`config.mk`:
```
export PLATFORM = sky130hd
export DESIGN_NAME = mpr_uart_rx
export DESIGN_NICKNAME = d
export VERILOG_FILES = /design/src/rtl/mpr_pkg.sv /design/src/rtl/mpr_sync.sv /design/src/rtl/mpr_frame_rx.sv /design/src/rtl/mpr_flag_ctl.sv /design/src/rtl/mpr_uart_rx.sv
export SDC_FILE = /design/constraint.sdc
export NUM_CORES = 1
export LEC_CHECK = 0
export ABC_CLOCK_PERIOD_IN_PS = 2200
export CORE_ASPECT_RATIO = 0.7
export CORE_MARGIN = 1.5
export CORE_UTILIZATION = 44
export CTS_CLUSTER_DIAMETER = 80
export DETAILED_ROUTE_END_ITERATION = 8
export PLACE_DENSITY = 0.67
export REMOVE_ABC_BUFFERS = 1
export SYNTH_ARGS = -nofsm -noshare
export SYNTH_HDL_FRONTEND = slang
export SYNTH_HIERARCHICAL = 1
export SYNTH_SLANG_ARGS = --single-unit
```
`constraint.sdc`:
```
create_clock -name clk -period 2.2 [get_ports clk]
set_clock_uncertainty 0.05 [all_clocks]
set_input_delay 0.66 -clock clk [delete_from_list [all_inputs] [get_ports clk]]
set_output_delay 0.66 -clock clk [all_outputs]
set_load 0.005 [all_outputs]
```
`src/rtl/mpr_pkg.sv`:
```
package mpr_pkg;

    localparam int MPR_DATA_W = 8;

    typedef enum logic [2:0] {
        RX_IDLE,
        RX_START,
        RX_DATA,
        RX_MARK,
        RX_STOP
    } rx_state_e;

    // Control word: bit4 err_ie ... bit0 rx_en
    typedef struct packed {
        logic err_ie;
        logic full_ie;
        logic wake_en;
        logic mp_mode;
        logic rx_en;
    } ctl_t;

    // Flags: bit2 overrun, bit1 framing error, bit0 full
    typedef struct packed {
        logic ovr;
        logic ferr;
        logic full;
    } flags_t;

    typedef struct packed {
        logic                  valid;
        logic [MPR_DATA_W-1:0] data;
        logic                  mpb;
        logic                  stop_bad;
    } frame_t;

    // Software clears a flag by writing 0 into its position.
    function automatic flags_t flag_clear(flags_t cur, flags_t wmask);
        return cur & wmask;
    endfunction

    // A frame is dropped only when the wake filter is active and it carries no ID mark.
    function automatic logic frame_taken(ctl_t c, frame_t f);
        return f.valid & ~(c.mp_mode & c.wake_en & ~f.mpb);
    endfunction

endpackage

```
`src/rtl/mpr_sync.sv`:
```
module mpr_sync #(
    parameter int STAGES = 2
) (
    input  logic clk,
    input  logic rst,
    input  logic d_i,
    output logic q_o
);
    logic [STAGES-1:0] pipe;

    genvar g;
    generate
        for (g = 0; g < STAGES; g++) begin : g_stage
            if (g == 0) begin : g_first
                always_ff @(posedge clk) begin
                    if (rst) pipe[g] <= 1'b1;
                    else     pipe[g] <= d_i;
                end
            end else begin : g_next
                always_ff @(posedge clk) begin
                    if (rst) pipe[g] <= 1'b1;
                    else     pipe[g] <= pipe[g-1];
                end
            end
        end
    endgenerate

    assign q_o = pipe[STAGES-1];
endmodule

```
`src/rtl/mpr_frame_rx.sv`:
```
module mpr_frame_rx
    import mpr_pkg::*;
#(
    parameter int OVS = 16
) (
    input  logic   clk,
    input  logic   rst,
    input  logic   tick,
    input  logic   rx_s,
    input  logic   rx_en,
    input  logic   mp_mode,
    output frame_t frm
);
    localparam int CW = $clog2(OVS);
    localparam int BW = $clog2(MPR_DATA_W);
    localparam logic [CW-1:0] MID_CNT  = CW'(OVS/2 - 1);
    localparam logic [CW-1:0] LAST_CNT = CW'(OVS - 1);
    localparam logic [BW-1:0] LAST_BIT = BW'(MPR_DATA_W - 1);

    rx_state_e             st;
    logic [CW-1:0]         cnt;
    logic [BW-1:0]         bcnt;
    logic [MPR_DATA_W-1:0] shreg;
    logic                  mark_r;

    always_ff @(posedge clk) begin
        if (rst) begin
            st     <= RX_IDLE;
            cnt    <= '0;
            bcnt   <= '0;
            shreg  <= '0;
            mark_r <= 1'b0;
            frm    <= '0;
        end else begin
            frm.valid <= 1'b0;
            if (!rx_en) begin
                st  <= RX_IDLE;
                cnt <= '0;
            end else if (tick) begin
                unique case (st)
                    RX_IDLE: begin
                        cnt <= '0;
                        if (!rx_s) st <= RX_START;
                    end
                    RX_START: begin
                        if (cnt == MID_CNT) begin
                            cnt    <= '0;
                            bcnt   <= '0;
                            mark_r <= 1'b0;
                            st     <= rx_s ? RX_IDLE : RX_DATA;
                        end else begin
                            cnt <= cnt + 1'b1;
                        end
                    end
                    RX_DATA: begin
                        if (cnt == LAST_CNT) begin
                            cnt   <= '0;
                            shreg <= {rx_s, shreg[MPR_DATA_W-1:1]};
                            if (bcnt == LAST_BIT) st <= mp_mode ? RX_MARK : RX_STOP;
                            else                  bcnt <= bcnt + 1'b1;
                        end else begin
                            cnt <= cnt + 1'b1;
                        end
                    end
                    RX_MARK: begin
                        if (cnt == LAST_CNT) begin
                            cnt    <= '0;
                            mark_r <= rx_s;
                            st     <= RX_STOP;
                        end else begin
                            cnt <= cnt + 1'b1;
                        end
                    end
                    RX_STOP: begin
                        if (cnt == LAST_CNT) begin
                            cnt          <= '0;
                            frm.valid    <= 1'b1;
                            frm.data     <= shreg;
                            frm.mpb      <= mp_mode & mark_r;
                            frm.stop_bad <= ~rx_s;
                            st           <= RX_IDLE;
                        end else begin
                            cnt <= cnt + 1'b1;
                        end
                    end
                    default: st <= RX_IDLE;
                endcase
            end
        end
    end
endmodule

```
`src/rtl/mpr_flag_ctl.sv`:
```
module mpr_flag_ctl
    import mpr_pkg::*;
(
    input  logic                  clk,
    input  logic                  rst,
    input  frame_t                frm,
    input  logic                  ctl_we,
    input  ctl_t                  ctl_wdata,
    input  logic                  flag_we,
    input  flags_t                flag_wdata,
    output ctl_t                  ctl_r,
    output flags_t                flags_r,
    output logic [MPR_DATA_W-1:0] data_r,
    output logic                  mpb_r
);
    ctl_t                  ctl_n;
    flags_t                flags_n;
    logic [MPR_DATA_W-1:0] data_n;
    logic                  mpb_n;
    logic                  take;
    logic                  id_hit;

    assign take   = frame_taken(ctl_r, frm);
    assign id_hit = frm.valid & ctl_r.mp_mode & frm.mpb;

    always_comb begin
        ctl_n   = ctl_r;
        flags_n = flags_r;
        data_n  = data_r;
        mpb_n   = mpb_r;
        if (ctl_we)  ctl_n   = ctl_wdata;
        if (flag_we) flags_n = flag_clear(flags_r, flag_wdata);
        if (take) begin
            mpb_n = frm.mpb;
            if (frm.stop_bad) flags_n.ferr = 1'b1;
            if (flags_r.full) begin
                flags_n.ovr = 1'b1;
            end else begin
                flags_n.full = 1'b1;
                data_n       = frm.data;
            end
        end
        if (id_hit) ctl_n.wake_en = 1'b0;
    end

    always_ff @(posedge clk) begin
        if (rst) begin
            ctl_r   <= '0;
            flags_r <= '0;
            data_r  <= '0;
            mpb_r   <= 1'b0;
        end else begin
            ctl_r   <= ctl_n;
            flags_r <= flags_n;
            data_r  <= data_n;
            mpb_r   <= mpb_n;
        end
    end
endmodule

```
`src/rtl/mpr_uart_rx.sv`:
```
module mpr_uart_rx
    import mpr_pkg::*;
#(
    parameter int OVS         = 16,
    parameter int SYNC_STAGES = 2
) (
    input  logic                  clk,
    input  logic                  rst,
    input  logic                  tick16,
    input  logic                  rx_i,
    input  logic                  ctl_we,
    input  logic [4:0]            ctl_wdata,
    input  logic                  flag_we,
    input  logic [2:0]            flag_wdata,
    output logic [4:0]            ctl_q,
    output logic [MPR_DATA_W-1:0] rx_data,
    output logic                  st_full,
    output logic                  st_ferr,
    output logic                  st_ovr,
    output logic                  st_mpb,
    output logic                  irq_full,
    output logic                  irq_err
);
    logic   rx_s;
    frame_t frm;
    ctl_t   ctl_r;
    flags_t flags_r;
    logic   frm_valid;
    logic   frm_mpb;

    mpr_sync #(.STAGES(SYNC_STAGES)) u_sync (
        .clk (clk),
        .rst (rst),
        .d_i (rx_i),
        .q_o (rx_s)
    );

    mpr_frame_rx #(.OVS(OVS)) u_frame (
        .clk     (clk),
        .rst     (rst),
        .tick    (tick16),
        .rx_s    (rx_s),
        .rx_en   (ctl_r.rx_en),
        .mp_mode (ctl_r.mp_mode),
        .frm     (frm)
    );

    mpr_flag_ctl u_flags (
        .clk        (clk),
        .rst        (rst),
        .frm        (frm),
        .ctl_we     (ctl_we),
        .ctl_wdata  (ctl_t'(ctl_wdata)),
        .flag_we    (flag_we),
        .flag_wdata (flags_t'(flag_wdata)),
        .ctl_r      (ctl_r),
        .flags_r    (flags_r),
        .data_r     (rx_data),
        .mpb_r      (st_mpb)
    );

    assign frm_valid = frm.valid;
    assign frm_mpb   = frm.mpb;
    assign ctl_q     = ctl_r;
    assign st_full   = flags_r.full;
    assign st_ferr   = flags_r.ferr;
    assign st_ovr    = flags_r.ovr;
    assign irq_full  = flags_r.full & ctl_r.full_ie;
    assign irq_err   = (flags_r.ferr | flags_r.ovr) & ctl_r.err_ie;
endmodule

```
==> After elaboration in Yosys (flattened, before gate mapping) <==
Index checks and enable logic that the tools add are counted.
{ "classes": {"addsub": 2, "n_eq_ne": 14, "muxes": 25, "bitwise_logic": 17, "reduce_logical": 15} }
{ "op_table": {"columns": ["operator", "n"], "rows": [
  ["2-to-1 mux 3 bit", 12],
  ["one-hot mux 3 bit (5 select lines)", 1],
  ["one-hot mux 4 bit (3 select lines)", 1],
  ["2-to-1 mux 11 bit", 1],
  ["!= test 2 x 1 -> 1 bit, second input constant", 5],
  ["bitwise AND 1 bit", 8],
  ["2-to-1 mux 4 bit", 2],
  ["AND reduction 4 bit", 2],
  ["inverter 1 bit", 7],
  ["AND reduction 7 bit", 1],
  ["== test 3 x 2 -> 1 bit, second input constant", 2],
  ["== test 3 bit, second input constant", 2],
  ["one-hot mux 3 bit (2 select lines)", 1],
  ["AND reduction 6 bit", 1],
  ["2-to-1 mux 1 bit", 5],
  ["AND reduction 5 bit", 1],
  ["adder 4 x 1 -> 4 bit, second input constant", 1],
  ["== test 4 x 3 -> 1 bit, second input constant", 1],
  ["== test 4 bit, second input constant", 1],
  ["!= test 2 bit, second input constant", 2],
  ["AND reduction 2 bit", 2],
  ["nonzero test 2 bit", 2],
  ["OR reduction 2 bit", 2],
  ["OR reduction 4 bit", 1],
  ["9 further kinds", 9]
]} }
{ "word_totals": {"register_bits": 49, "input_bits": 14, "output_inout_bits": 19} }

==> Logic depth before layout (Yosys ltp) <==
{ "logic_depth": {"word_depth": 5, "mapped_depth": 6, "ltp_nobuf": 6} }

==> Modules after synthesis <==
The synthesis kept the hierarchy.
{ "by_module_without_submodules": {"columns": ["mod", "instances", "cells_each", "area_per_inst_um2", "seq_area_each_um2"], "rows": [
  ["mpr_frame_rx", 1, 153, 1393.8, 600.6],
  ["mpr_flag_ctl", 1, 72, 689.4, 340.3],
  ["mpr_sync", 1, 4, 52.6, 40.0],
  ["mpr_uart_rx", 1, 2, 13.8, 0.0]
]} }

==> Worst setup path after synthesis <==
No wires, ideal clock.
{ "synth_timing": {"path_kind": "in2reg", "from": "in tick16", "to": "reg u_frame.bcnt[1]", "setup_ns": 0.071, "arrival_ns": 1.673, "required_ns": 2.079, "slack_ns": 0.407, "cell_stages": 4, "path_buffers": 0, "cell_sequence": "nand2_1 -> a211o_1 -> or4_1 -> a21oi_1"} }
{ "synth_between": {"elab_chain_len": 1} }
{ "synth_rtl": {"columns": ["element", "line_no", "rtl"], "rows": [
  ["start, declared", "mpr_uart_rx.sv:9", "input logic tick16,"],
  ["AND reduction 6 bit (no source line)", null, null],
  ["end signal, assigned", "mpr_frame_rx.sv:60", "else bcnt <= bcnt + 1'b1;"],
  ["end, declared", "mpr_frame_rx.sv:22", "logic [BW-1:0] bcnt;"]
]} }
No other way between the ends.
A chain may end at the register's enable or synchronous reset.

==> Worst setup path in the final report <==
{ "layout_timing": {"from": "reg, netlist name u_flags/flags_r[0]", "to": "out irq_full"} }
{ "layout_between": {"elab_chain_len": 1} }
{ "layout_rtl": {"columns": ["element", "line_no", "rtl"], "rows": [
  ["bitwise AND 1 bit", "mpr_uart_rx.sv:68", "assign irq_full = flags_r.full & ctl_r.full_ie;"],
  ["end, declared", "mpr_uart_rx.sv:21", "output logic irq_full,"]
]} }
No other way between the ends.

==> flow_metrics.tcl <==
set metrics [dict create \
    finalPower_mw 1.63 \
    combPwrFrac_pct 5.3 \
    antenna_cells 0 \
    regToRegSetupSlack_ns 0.25 \
    areaGrowthSynthToFinish_pct 24.4 \
    root_buffer "clkbuf_8" \
    p_per_area_mw_per_mm2 611 \
    cp-end-kind "primary output" \
    multi_input_area_sq_mm 0.00106 \
    ios 33 \
    postCtsSetupBuffers 0 \
    hold_path_end "u_sync/q_o" \
    cts_buffers 5 \
    clk_latency_ns 0.31 \
    ff2ff_path_depth 4 \
    cp.arrival_ns 1.33 \
    synth-simple-area-share_pct 21.1 \
    cp_max_fo 5 \
    synth_top_family_by_area "simple AND/OR/NAND/NOR gates" \
    ys_ff_latch 49 \
    slew_headroom_pct 66.1 \
    via_per_inst 5.28 \
    crit_start "u_flags/flags_r[0]" \
    die_x_um 86.5 \
    r2r_start "u_frame/st[1]" \
    grt_overflow 0 \
    required_ns 1.49 \
    start_util_pct 45.4 \
    grt_pass1_vias 1550 \
    p_int_mw 1.28 \
    wire_per_inst_um 13.3 \
    synth_edf_count 0 \
    muxShareOfSynthArea_pct 11.7 \
    max_freq_ghz 0.490 \
    hp-class "flip-flop to flip-flop" \
    ys_seq_area_share_pct 45.6 \
    crit_type "flip-flop to primary output" \
    critPathLaunchType "flip-flop" \
    gp_congestion 0.822 \
    seqCellArea_sq_um 981 \
    status "complete, no violations" \
    grt_max_degree 22 \
    coreArea_sq_mm 0.00473 \
    drtIter0Drc 97 \
    whs_ns 0.361 \
    track_usage_pct 18.4 \
    swShare_pct 21.5 \
    irDropWorstVdd_uv 383 \
    cts_max_level 2 \
    synthFlopType "dfxtp_1" \
    clk_pin_slew_ns 0.09 \
    synth_cells 231 \
    drv_slew 0 \
    period_needed_ns 2.04 \
    cts.sinks 49 \
    synth_adder_area_share_pct 1.75 \
    drtAntennaViolNets 0 \
    dieArea_sq_mm 0.00532 \
    wl_um 4340 \
    netlist-cell-type-count 44 \
    stdcell_count 327 \
    final_hold_viol_count 0 \
    dpl.cell_count 319 \
    synth_compound_area_share_pct 15.0 \
    fin_crit_sh_pct 92.8 \
    cts_tree "done" \
    setup_viol 0 \
    nets 286 \
    rsz0062_at_grt "false" \
    rows 21 \
    hold_start "u_sync/pipe[0]" \
    syn_area_per_cell_sq_um 9.31 \
    p_seq_share_pct 55.1 \
    hold-path-cell-count 1 \
    port_buffers 32 \
    grt_pass1_wl_um 7420 \
    switchingPower_mw 0.351 \
    firstDrtPassIters 4 \
    fillers 433 \
    ys_warn_count 6 \
    cts_hold_buf 0 \
    vias 1728 \
    clockBufferDepth 2 \
    timing.rr.end "u_frame/st[0]" \
    drc 0 \
    layout-drive-gt1-share_pct 11.5 \
    tightestPinTransition_ns 0.508 \
    utilization_pct 56.6 \
    hpwl_um 3090 \
    antenna_found_initial 0 \
    fp.dieH_um 61.5 \
    synth-async-reset-ratio_pct 0 \
    cts_resized 0 \
    clkPwrFrac_pct 39.6 \
    cap_viol_max_count 0 \
    netlist_area_sq_mm 0.00215 \
    synthXorXnorAreaFrac_pct 0 \
    power.leakage_nw 0.957 \
]
==> routing by layer <==
| metal | part of all wire (%) | up-vias | GRT usage [%] |
|---|---|---|---|
| li1 | - | 894 | - |
| met1 | 54 | 793 | 25.4 |
| met2 | 40 | 39 | 27.2 |
| met3 | 5.3 | 2 | 6.70 |
| met4 | 0.48 | 0 | 4.84 |
| met5 | 0 | - | 0 |
==> stage by stage <==
stage / setup slack, ns / TNS (ns) / instance area (sq um)
finish: 0.159 / 0 / 2680
CTS: 0.138 / 0 / 2680
global placement: -0.0307 / -0.0459 / 2560
floorplan: 0.228 / 0 / 2080
detailed placement: -0.0470 / -0.325 / 2560
global route: 0.0888 / 0 / 2680
==> state kept, by name (all words and copies together) (netlist names) <==
register / cells
u_frame/bcnt: 3
u_sync/q_o: 1
u_flags/data_r: 8
u_sync/pipe: 1
u_frame/mark_r: 1
u_frame/shreg: 8
u_flags/mpb_r: 1
u_frame/st: 3
u_frame/cnt: 4
u_flags/ctl_r: 5
u_frame/frm: 11
u_flags/flags_r: 3
==> layout by cell type (no fill, tap or decap), types with 2 or more instances in the layout <==
cell | synthesis | routed
nor2b_1 | 3 | 3
nand3_1 | 8 | 8
or3b_1 | 3 | 3
nand3b_1 | 2 | 2
o21ai_0 | 16 | 16
clkbuf_8 | 0 | 5
buf_4 | 1 | 10
nor2_1 | 25 | 25
nand2b_1 | 6 | 6
or2_1 | 2 | 2
or3b_2 | 7 | 7
and3_1 | 2 | 2
or4_1 | 2 | 2
ha_1 | 3 | 3
inv_1 | 8 | 8
a21bo_2 | 2 | 2
o211ai_1 | 3 | 3
a21oi_1 | 22 | 22
mux2i_1 | 24 | 24
dfxtp_1 | 49 | 49
and2_1 | 2 | 2
nand2_1 | 10 | 10
clkdlybuf4s50_1 | 0 | 32
==> worst max path at each step <==
stage	slack, ns	depth (start not counted)	end
final	0.16	2	irq_full
after global routing	0.09	2	irq_full
after CTS	0.14	2	irq_full
after detailed placement	-0.05	5	u_frame/bcnt[1]
after global placement	-0.03	5	u_frame/bcnt[1]
after floorplan	0.23	4	u_frame/frm[0]
==> cells by family (layout without fill, tap and decap cells) <==
family,after synthesis,count (layout)
and+or+nand+nor,80,80
DFF,49,49
AOI/OAI and AO/OA,54,54
buffers and inverters,20,59
muxes,25,25
adders and majority gates,3,3
==> power by group through the flow <==
stage / logic (mW) / clock network [mW] / registers (mW)
3_3_place_gp: 0.0873 / 0 / 0.921
3_5_place_dp: 0.0880 / 0 / 0.920
5_1_grt: 0.0972 / 0.702 / 0.902
4_1_cts: 0.0881 / 0.665 / 0.900
6_report: 0.0873 / 0.647 / 0.900
2_1_floorplan: 0.0231 / 0 / 0.921
==> cell usage after synthesis, types with 2 or more instances <==
master,count,share of area [%]
a21bo_2,2,0.93
a21oi_1,22,5.1
and2_1,2,0.58
and3_1,2,0.58
buf_2,2,0.47
buf_6,3,1.6
clkbuf_1,6,1.0
dfxtp_1,49,46
ha_1,3,1.7
inv_1,8,1.4
mux2i_1,24,11
nand2_1,10,1.7
nand2b_1,6,1.7
nand3_1,8,1.9
nand3b_1,2,0.70
nor2_1,25,4.4
nor2b_1,3,0.87
o211ai_1,3,1.0
o21ai_0,16,3.7
or2_1,2,0.58
or3b_1,3,1.2
or3b_2,7,2.9
or4_1,2,0.70
==> cell type report <==
class	count	share of cell area [%]
Multi-Input combinational cell	162	39.8
Sequential cell	49	36.7
Timing Repair Buffer	43	15.5
Tap cell	57	2.67
Clock buffer	5	2.57
Clock inverter	3	1.64
Inverter	8	1.12
==> critical path, cell delays in order (launching register included) <==
cell	delay, ns
dfxtp_1	0.40
and2_1	0.14
clkdlybuf4s50_1	0.49
No activity file was read; power rests on OpenSTA's default activity.
